==> config.mk <==
export PLATFORM = sky130hd
export DESIGN_NAME = stg_rst_gen
export DESIGN_NICKNAME = d
export VERILOG_FILES = /design/src/rtl/rsg_pkg.sv /design/src/rtl/rsg_sync.sv /design/src/rtl/rsg_timeout.sv /design/src/rtl/rsg_ctrl.sv /design/src/rtl/stg_rst_gen.sv
export SDC_FILE = /design/constraint.sdc
export NUM_CORES = 1
export LEC_CHECK = 0
export ABC_CLOCK_PERIOD_IN_PS = 3850
export BUFFER_PORTS_ARGS = -buffer_cell sky130_fd_sc_hd__buf_4
export CAP_MARGIN = 20
export CORE_MARGIN = 2
export CORE_UTILIZATION = 58
export DETAILED_ROUTE_END_ITERATION = 8
export GPL_TIMING_DRIVEN = 1
export PLACE_DENSITY = 0.8
export SLEW_MARGIN = 30
export SYNTH_ARGS = -nofsm -noshare
export SYNTH_HDL_FRONTEND = slang
export SYNTH_SLANG_ARGS = --single-unit
==> constraint.sdc <==
create_clock -name clk_i -period 3.85 [get_ports clk_i]
set_input_delay 0.385 -clock clk_i [delete_from_list [all_inputs] [get_ports clk_i]]
set_output_delay 0.385 -clock clk_i [all_outputs]
set_load 0.05 [all_outputs]
==> src/rtl/rsg_pkg.sv <==
package rsg_pkg;
   typedef enum logic [1:0] {
      ST_HOLD = 2'd0,   // stage 1 still held
      ST_WAIT = 2'd1,   // waiting for completion or timeout
      ST_RUN  = 2'd2    // stage 2 released
   } stage_e;
endpackage

==> src/rtl/rsg_sync.sv <==
module rsg_sync #(
   parameter int unsigned STAGES = 2
) (
   input  logic clk_i,
   input  logic arst_ni,
   output logic rel_o
);
   if (STAGES < 2) begin : g_bad_depth
      $error("rsg_sync: STAGES must be at least 2");
   end

   logic [STAGES-1:0] chain_q;

   always_ff @(posedge clk_i or negedge arst_ni) begin
      if (!arst_ni) chain_q <= '0;
      else          chain_q <= {chain_q[STAGES-2:0], 1'b1};
   end

   assign rel_o = chain_q[STAGES-1];
endmodule

==> src/rtl/rsg_timeout.sv <==
module rsg_timeout #(
   parameter int unsigned TO_W = 8
) (
   input  logic            clk_i,
   input  logic            arst_ni,
   input  logic            count_en_i,
   input  logic [TO_W-1:0] limit_i,
   output logic            hit_o
);
   if (TO_W < 1) begin : g_bad_width
      $error("rsg_timeout: TO_W must be at least 1");
   end

   logic [TO_W-1:0] cnt_q;

   always_ff @(posedge clk_i or negedge arst_ni) begin
      if (!arst_ni)        cnt_q <= '0;
      else if (count_en_i) cnt_q <= cnt_q + 1'b1;
   end

   assign hit_o = (limit_i != '0) && (cnt_q == TO_W'(limit_i - 1'b1));


   cnt_below_limit_chk: assert property (@(posedge clk_i) disable iff (!arst_ni)
      (count_en_i && limit_i != '0) |-> (cnt_q < limit_i));
endmodule

==> src/rtl/rsg_ctrl.sv <==
module rsg_ctrl
   import rsg_pkg::*;
(
   input  logic clk_i,
   input  logic arst_ni,
   input  logic stage1_rel_i,
   input  logic init_done_i,
   input  logic tmo_hit_i,
   output logic count_en_o,
   output logic stage2_rel_o,
   output logic err_o
);
   stage_e st_q, st_d;
   logic   err_d;

   always_comb begin
      st_d  = st_q;
      err_d = 1'b0;
      if (st_q != ST_RUN && stage1_rel_i) begin
         if (init_done_i) begin
            st_d = ST_RUN;
         end else if (tmo_hit_i) begin
            st_d  = ST_RUN;
            err_d = 1'b1;
         end else begin
            st_d = ST_WAIT;
         end
      end
   end

   always_ff @(posedge clk_i or negedge arst_ni) begin
      if (!arst_ni) begin
         st_q  <= ST_HOLD;
         err_o <= 1'b0;
      end else begin
         st_q  <= st_d;
         err_o <= err_o | err_d;
      end
   end

   assign count_en_o   = stage1_rel_i && (st_q != ST_RUN);
   assign stage2_rel_o = (st_q == ST_RUN);


   release_after_stage1_chk: assert property (@(posedge clk_i) disable iff (!arst_ni)
      $rose(stage2_rel_o) |-> $past(stage1_rel_i));

   err_with_release_chk: assert property (@(posedge clk_i) disable iff (!arst_ni)
      $rose(err_o) |-> $rose(stage2_rel_o));

   err_sticky_chk: assert property (@(posedge clk_i) disable iff (!arst_ni)
      err_o |=> err_o);

   stage2_held_chk: assert property (@(posedge clk_i) disable iff (!arst_ni)
      stage2_rel_o |=> stage2_rel_o);
endmodule

==> src/rtl/stg_rst_gen.sv <==
module stg_rst_gen #(
   parameter int unsigned SYNC_STAGES = 2,
   parameter bit          TIMEOUT_EN  = 1'b1,
   parameter int unsigned TO_W        = 8
) (
   input  logic            clk_i,
   input  logic            rst_a_ni,
   input  logic            init_done_i,
   input  logic [TO_W-1:0] to_limit_i,
   output logic            rst_stage1_no,
   output logic            rst_stage2_no,
   output logic            init_err_o
);
   localparam int unsigned EDGE_MAX = SYNC_STAGES + 1;
   localparam int unsigned EDGE_W   = $clog2(EDGE_MAX + 1);

   logic stage1_rel, count_en, tmo_hit, stage2_rel, err;

   rsg_sync #(.STAGES(SYNC_STAGES)) u_sync (
      .clk_i   (clk_i),
      .arst_ni (rst_a_ni),
      .rel_o   (stage1_rel)
   );

   if (TIMEOUT_EN) begin : g_tmo
      rsg_timeout #(.TO_W(TO_W)) u_tmo (
         .clk_i      (clk_i),
         .arst_ni    (rst_a_ni),
         .count_en_i (count_en),
         .limit_i    (to_limit_i),
         .hit_o      (tmo_hit)
      );
   end else begin : g_no_tmo
      assign tmo_hit = 1'b0;
   end

   rsg_ctrl u_ctrl (
      .clk_i        (clk_i),
      .arst_ni      (rst_a_ni),
      .stage1_rel_i (stage1_rel),
      .init_done_i  (init_done_i),
      .tmo_hit_i    (tmo_hit),
      .count_en_o   (count_en),
      .stage2_rel_o (stage2_rel),
      .err_o        (err)
   );

   assign rst_stage1_no = stage1_rel;
   assign rst_stage2_no = stage2_rel;
   assign init_err_o    = err;

   // edges seen since the raw release, saturating; used by the check below
   logic [EDGE_W-1:0] edges_q;
   always_ff @(posedge clk_i or negedge rst_a_ni) begin
      if (!rst_a_ni)                     edges_q <= '0;
      else if (edges_q != EDGE_W'(EDGE_MAX)) edges_q <= edges_q + 1'b1;
   end


   stage1_delay_chk: assert property (@(posedge clk_i) disable iff (!rst_a_ni)
      $rose(rst_stage1_no) |-> (edges_q == EDGE_W'(SYNC_STAGES)));

   stage_order_chk: assert property (@(posedge clk_i) disable iff (!rst_a_ni)
      !rst_stage1_no |-> !rst_stage2_no);
endmodule

==> flow_summary_export.csv, run 1 <==
group,metric,value,unit
pwr,p_int,264,uW
timing,post-route-period-util,47.6,%
final_layout,regArea,325,um2
pwr,switchingPower,143,uW
synthesis,synth_cell_types,36,
placement,hpwl,1220,um
synthesis,yosysMostFrequentCell,"xnor2_1",
synthesis,yosys.area.top_type,"dfrtp_1",
drt,wl_per_cell,13.4,um
die,die_width,42.4,um
pwr,vdd_drop_max,395,uV
synthesis,syn-cell-area,856,um2
die,core-area,1330,um2
cts,clk_pin_slew,0.07,ns
global_routing,grt_pass1_wl,2700,um
placement,dpl-instance-area,942,um2
timing,setup_tns,0,ns
worst_setup_path,endpoint_kind,"register",
synthesis,synthCells,88,
worst_setup_path,crit_fanout,8,
timing,slew_violations,0,
cts,cts_resized,0,
pwr,power_leakage,0.000415,uW
die,die_area,1800,um2
final_layout,diodes,0,
global_routing,grt_remaining_overflow,0,
cts,cts_sinks,13,
drt,vias,666,
final_layout,multiInputGateArea,482,um2
pwr,power_frac_comb,31.2,%
drt,ant_nets,0,
synthesis,synth_seq_area_share,38.0,%
final_layout,syn2layout_area_growth,14.3,%
drt,vias_per_cell,5.69,
final_layout,finalNonFillerCells,117,
synthesis,synth_area_leaders,"dfrtp_1 (38%), xnor2_1 (15%), ha_1 (4.4%)",
drt,drtIter0Drc,8,
global_routing,grt_usage,19.9,%
job,maxCapViolations,0,
global_routing,antenna_found_initial,0,
final_layout,fill_cells,110,
placement,place_inst,112,
timing,setup_viol,0,
synthesis,yosys_warnings,0,
hold_path,hold_path.class,"in -> reg",
timing,finClkSkew,0.00437,ns
die,initial_utilization,64.2,%
cts,post_cts_buffers,0,
pwr,fin_total_pwr,407,uW
timing,hold_viol_final,0,
cts,cts_buffer_depth,2,
run_status,status,"completed",
synthesis,synth_edf_count,0,
pwr,swShare,35.1,%
synthesis,synth_top_area_share,38.0,%
drt,drcViolationCount,0,
pwr,seqPwrFrac,49.5,%
cts,h-tree-depth,1,
timing,fmax,545,MHz
final_layout,drive_gt1_share,21.6,%
worst_setup_path,required,4.01,ns
die,dieHeight,42.4,um
cts,clk_latency,0.27,ns
pwr,power.density,416,nW/um2
drt,detail_route.wirelength,1570,um
final_layout,design_area,978,um2
synthesis,synth_fp_nets,102,
global_routing,grt_pass1_vias,639,
placement,numPortBuffers,13,
final_layout,fin_nets,117,
pwr,power_frac_clock,19.3,%
global_routing,grt_max_degree,14,
cts,cts_tree,"done",
synthesis,synth_flop_cell,"dfrtp_1",
worst_setup_path,startpoint_type,"primary input",
synthesis,avgSynthCellArea,9.73,um2
cts,clockRootBuffer,"clkbuf_4",
die,num_io_pins,14,
synthesis,ys_seq_elements,13,
timing,rsz0062_at_grt,"no",
die,num_rows,13,
synthesis,synth-async-reset-ratio,100,%
synthesis,synthTopCellsByCount,"xnor2_1 (15), dfrtp_1 (13), nand2_1 (8)",
worst_setup_path,worst-setup-path-type,"in -> reg",
timing,period_needed,1.83,ns
placement,gp_congestion,0.832,
drt,firstDrtPassIters,2,
worst_setup_path,crit_arrival,1.99,ns
cts,numCtsBuffers,3,
[state kept, by name (all words and copies together) (netlist names)]
register,cells
u_ctrl.st_q,2
u_ctrl.err_o,1
u_sync.chain_q,2
g_tmo.u_tmo.cnt_q,8
[kinds of logic after synthesis]
logic type	Yosys count	share of synthesized area, %
buf+inv	9	5.70
simple gates	32	21.6
compound gates	14	13.5
flops	13	38.0
fa+ha+maj	3	4.39
xor+xnor	16	16.4
other cells	1	0.438
[worst max-delay path: stages]
cell      delay, ns
buf_4          0.10
inv_1          0.05
ha_1           0.29
o21ba_1        0.21
a221oi_1       0.30
a41oi_1        0.09
nor4_2         0.19
o221ai_2       0.16
a22o_1         0.22
[area by class of cell]
| type | count | area share, % |
|---|---|---|
| sequential | 13 | 33.2 |
| inverter | 5 | 1.92 |
| timing repair buffer | 14 | 11.0 |
| clock buffer | 4 | 2.69 |
| tap | 15 | 1.92 |
| multi-input combinational | 66 | 49.2 |
[power by group through the flow]
stage	Combinational, uW	Sequential, uW	Clock (uW)
after floorplan	111	188	0
after global placement	125	203	0
after detailed placement	125	203	0
after CTS	128	201	83.1
after global routing	142	208	88.2
final	127	202	78.7
[worst paths after layout]
check,slack [ns],end,start,cells after the start
min in group asynchronous,0.49,u_ctrl.st_q[0],rst_a_ni,2
max in group asynchronous,3.20,g_tmo.u_tmo.cnt_q[4],rst_a_ni,2
setup / recovery,2.02,u_ctrl.st_q[0],to_limit_i[0],9
setup reg to reg,2.12,u_ctrl.st_q[0],g_tmo.u_tmo.cnt_q[2],6
hold / removal,0.31,u_ctrl.err_o,init_done_i,2
hold reg to reg,0.35,u_sync.chain_q[1],u_sync.chain_q[0],0
[routing by layer]
layer	track usage, %	vias up	share of wire (%)
li1	-	336	-
met5	0	-	0
met4	3.75	0	0
met2	35.7	9	52
met3	7.33	0	3.3
met1	22.6	321	44
[stage by stage]
step	hold slack, ns	utilization (%)	setup WS, ns
finish	0.305	73.4	2.02
global route	0.295	73.4	1.96
CTS	0.298	73.4	2.02
detailed placement	0.236	70.6	1.74
global placement	0.236	70.6	1.81
floorplan	0.0894	-	1.86
[cells in the final DEF (no fill, tap or decap), types with 2 or more instances in the layout]
cell type	n
xnor2_1	15
nand4_1	4
nand2_1	8
buf_4	13
dfrtp_1	13
and3_1	2
a21oi_1	3
nor2_1	6
clkbuf_4	3
ha_1	3
nor4_2	2
inv_1	5
[timing repair]
action | 4_1_cts | 5_1_grt
setup endpoints to repair | 0 | 0
hold buffers | 1 | 0
endpoints found under the hold margin | 13 | 0
Power figures use the tool's default switching activity.
==> run 2: changes to the inputs <==
Settings changed: ABC_AREA set to 1, ABC_CLOCK_PERIOD_IN_PS 3850 to 1800, CORE_ASPECT_RATIO set to 1.25, CORE_UTILIZATION 58 to 54, PLACE_DENSITY 0.8 to 0.74.
Clock period 3.85 ns to 1.8 ns, I/O delays scaled along.
==> flow_summary_export.csv, run 2 <==
group,metric,value,unit
timing,fmax,775,MHz
worst_setup_path,crit_fanout,4,
pwr,power_frac_comb,40.7,%
pwr,power_leakage,0.000586,uW
cts,clk_pin_slew,0.08,ns
drt,drtIter0Drc,5,
synthesis,synthTopCellsByCount,"nand2_1 (44), nor2_1 (23), inv_1 (16)",
placement,gp_congestion,0.748,
die,die_width,40.6,um
synthesis,yosys-mux-area-fraction,0,%
cts,numCtsBuffers,3,
placement,numPortBuffers,13,
pwr,power_frac_clock,15.9,%
synthesis,synth_fp_nets,144,
drt,vias_per_cell,4.75,
timing,hold_viol_final,0,
synthesis,yosys_warnings,0,
synthesis,synth-async-reset-ratio,100,%
drt,wl_per_cell,9.92,um
global_routing,antenna_found_initial,0,
final_layout,syn2layout_area_growth,17.3,%
drt,drcViolationCount,0,
pwr,p_int,642,uW
timing,rsz0062_at_grt,"no",
pwr,switchingPower,451,uW
die,initial_utilization,57.9,%
timing,period_needed,1.29,ns
global_routing,grt_usage,19.3,%
synthesis,synth_simple_gate_area_share,34.0,%
worst_setup_path,required,1.96,ns
drt,detail_route.wirelength,1650,um
job,maxCapViolations,0,
cts,cts_buffer_depth,2,
timing,post-route-period-util,71.7,%
synthesis,synth-compound-area-share,3.18,%
timing,finClkSkew,0.00647,ns
timing,slew_violations,0,
timing,setup_tns,0,ns
global_routing,grt_pass1_wl,2730,um
timing,setup_viol,0,
worst_setup_path,endpoint_kind,"register",
drt,firstDrtPassIters,6,
drt,ant_nets,0,
cts,clk_latency,0.27,ns
synthesis,synth_top_family_by_area,"simple AND/OR/NAND/NOR gates",
pwr,seqPwrFrac,43.4,%
cts,cts_tree,"done",
synthesis,syn-cell-area,905,um2
global_routing,grt_pass1_vias,755,
synthesis,synth_cell_types,17,
final_layout,regMostFlops,"g_tmo.u_tmo.cnt_q",
synthesis,synthCells,130,
global_routing,grt_remaining_overflow,0,
final_layout,final_cell_mix,"nand2_1 (44), nor2_1 (23), inv_1 (16), dfrtp_1 (13), buf_4 (13)",
synthesis,synth-xor-area-share,13.6,%
final_layout,diodes,0,
pwr,power.density,1030,nW/um2
final_layout,final_common_cell,"nand2_1",
worst_setup_path,worst-setup-path-type,"reg -> reg",
synthesis,synth_seq_area_share,36.0,%
placement,hpwl,1370,um
drt,vias,788,
synthesis,synth_area_leaders,"dfrtp_1 (36%), nand2_1 (18%), xor2_1 (9.7%)",
die,num_io_pins,14,
final_layout,finalNonFillerCells,166,
die,num_rows,16,
final_layout,fin_nets,163,
pwr,vdd_drop_max,701,uV
global_routing,grt_max_degree,14,
synthesis,synth_edf_count,0,
placement,place_inst,161,
worst_setup_path,startpoint_type,"register",
synthesis,avgSynthCellArea,6.96,um2
synthesis,synth_top_area_share,36.0,%
synthesis,synth_flop_cell,"dfrtp_1",
final_layout,reg.largest.list,"g_tmo.u_tmo.cnt_q (8), u_ctrl.st_q (2), u_sync.chain_q (2)",
cts,cts_sinks,13,
final_layout,drive_gt1_share,16.9,%
synthesis,synthAdderAreaFrac,4.15,%
hold_path,hold_path.class,"in -> reg",
die,die_area,2020,um2
worst_setup_path,crit_arrival,1.45,ns
final_layout,fill_cells,137,
synthesis,yosys.area.top_type,"dfrtp_1",
final_layout,largest_reg_flops,8,
cts,h-tree-depth,1,
synthesis,ys_seq_elements,13,
die,dieHeight,49.8,um
run_status,status,"completed",
cts,clockRootBuffer,"clkbuf_4",
synthesis,yosysMostFrequentCell,"nand2_1",
die,core-area,1560,um2
pwr,swShare,41.3,%
==> run 2: cell count changes after synthesis, sizes merged, moves of 3 or more <==
cell / delta
nor2: +17
nor4: -3
nand3: +4
xnor2: -11
xor2: +9
inv: +15
nand4: -4
buf: -3
and3: -3
nand2: +36
a21oi: -3
==> run 2: final timing paths <==
| kind | from | end | slack (ns) | cells past startpoint |
|---|---|---|---|---|
| worst max-delay path | g_tmo.u_tmo.cnt_q[0] | u_ctrl.st_q[0] | 0.51 | 10 |
| worst min-delay path | init_done_i | u_ctrl.err_o | 0.21 | 4 |
| worst max register to register | g_tmo.u_tmo.cnt_q[0] | u_ctrl.st_q[0] | 0.51 | 10 |
| worst min register to register | u_sync.chain_q[0] | u_sync.chain_q[1] | 0.36 | 0 |
| max in group asynchronous | rst_a_ni | g_tmo.u_tmo.cnt_q[6] | 1.35 | 2 |
| min in group asynchronous | rst_a_ni | u_ctrl.st_q[1] | 0.29 | 2 |
==> run 2: what timing repair did <==
| action | in CTS | in global routing |
|---|---|---|
| endpoints found under the hold margin | 13 | 0 |
| hold buffers | 1 | 0 |
| setup buffers | 0 | 0 |
| resized for setup | 0 | 0 |
==> run 2: worst max-delay path, stage by stage, from the launching register on <==
cell and delay, ns:
dfrtp_1 0.42, nand2_1 0.08, clkinv_1 0.05, nor2_1 0.08, nand2_1 0.06, nor2_1 0.08
nand2_1 0.07, nor2_2 0.11, nand3_2 0.09, nand3_1 0.09, nand2_1 0.06
==> run 2: final cells by class <==
type	count	area, um2	area share (%)
Timing Repair Buffer	14	108	10.1
Multi-Input combinational cell	96	500	47.2
Tap cell	18	22.5	2.12
Clock buffer	4	26.3	2.48
Sequential cell	13	325	30.7
Inverter	21	78.8	7.43
==> run 2: metal layers <==
layer	wire, um	up-vias	GRT usage [%]
li1	-	419	-
met1	715	351	21.8
met2	859	13	35.2
met3	46	5	2.70
met4	24	0	5.00
met5	0	-	0
==> run 2: cell families (layout without fill, tap and decap cells) <==
logic type / after synthesis / count (layout)
AOI/OAI and AO/OA: 3 / 3
xor gates and xnor gates: 14 / 14
adders and majority gates: 3 / 3
buffers and inverters: 21 / 39
DFF: 13 / 13
other: 1 / 1
and+or+nand+nor: 75 / 75
==> run 2: power by group through the flow <==
stage / logic, uW / clock network [uW] / registers, uW
final: 445 / 174 / 475
after global routing: 510 / 194 / 492
after CTS: 452 / 177 / 474
after detailed placement: 447 / 0 / 480
after global placement: 430 / 0 / 475
after floorplan: 329 / 0 / 474
==> run 2: stage by stage <==
step	instance area (um2)	hold slack [ns]	utilization, %	power [uW]	worst slack (ns)
floorplan	905	-0.116	-	804	0.366
global placement	1020	0.0286	65.6	905	0.391
detailed placement	1020	0.0317	65.6	927	0.338
CTS	1060	0.202	67.9	1100	0.511
global route	1060	0.208	67.9	1200	0.358
finish	1060	0.207	67.9	1090	0.510
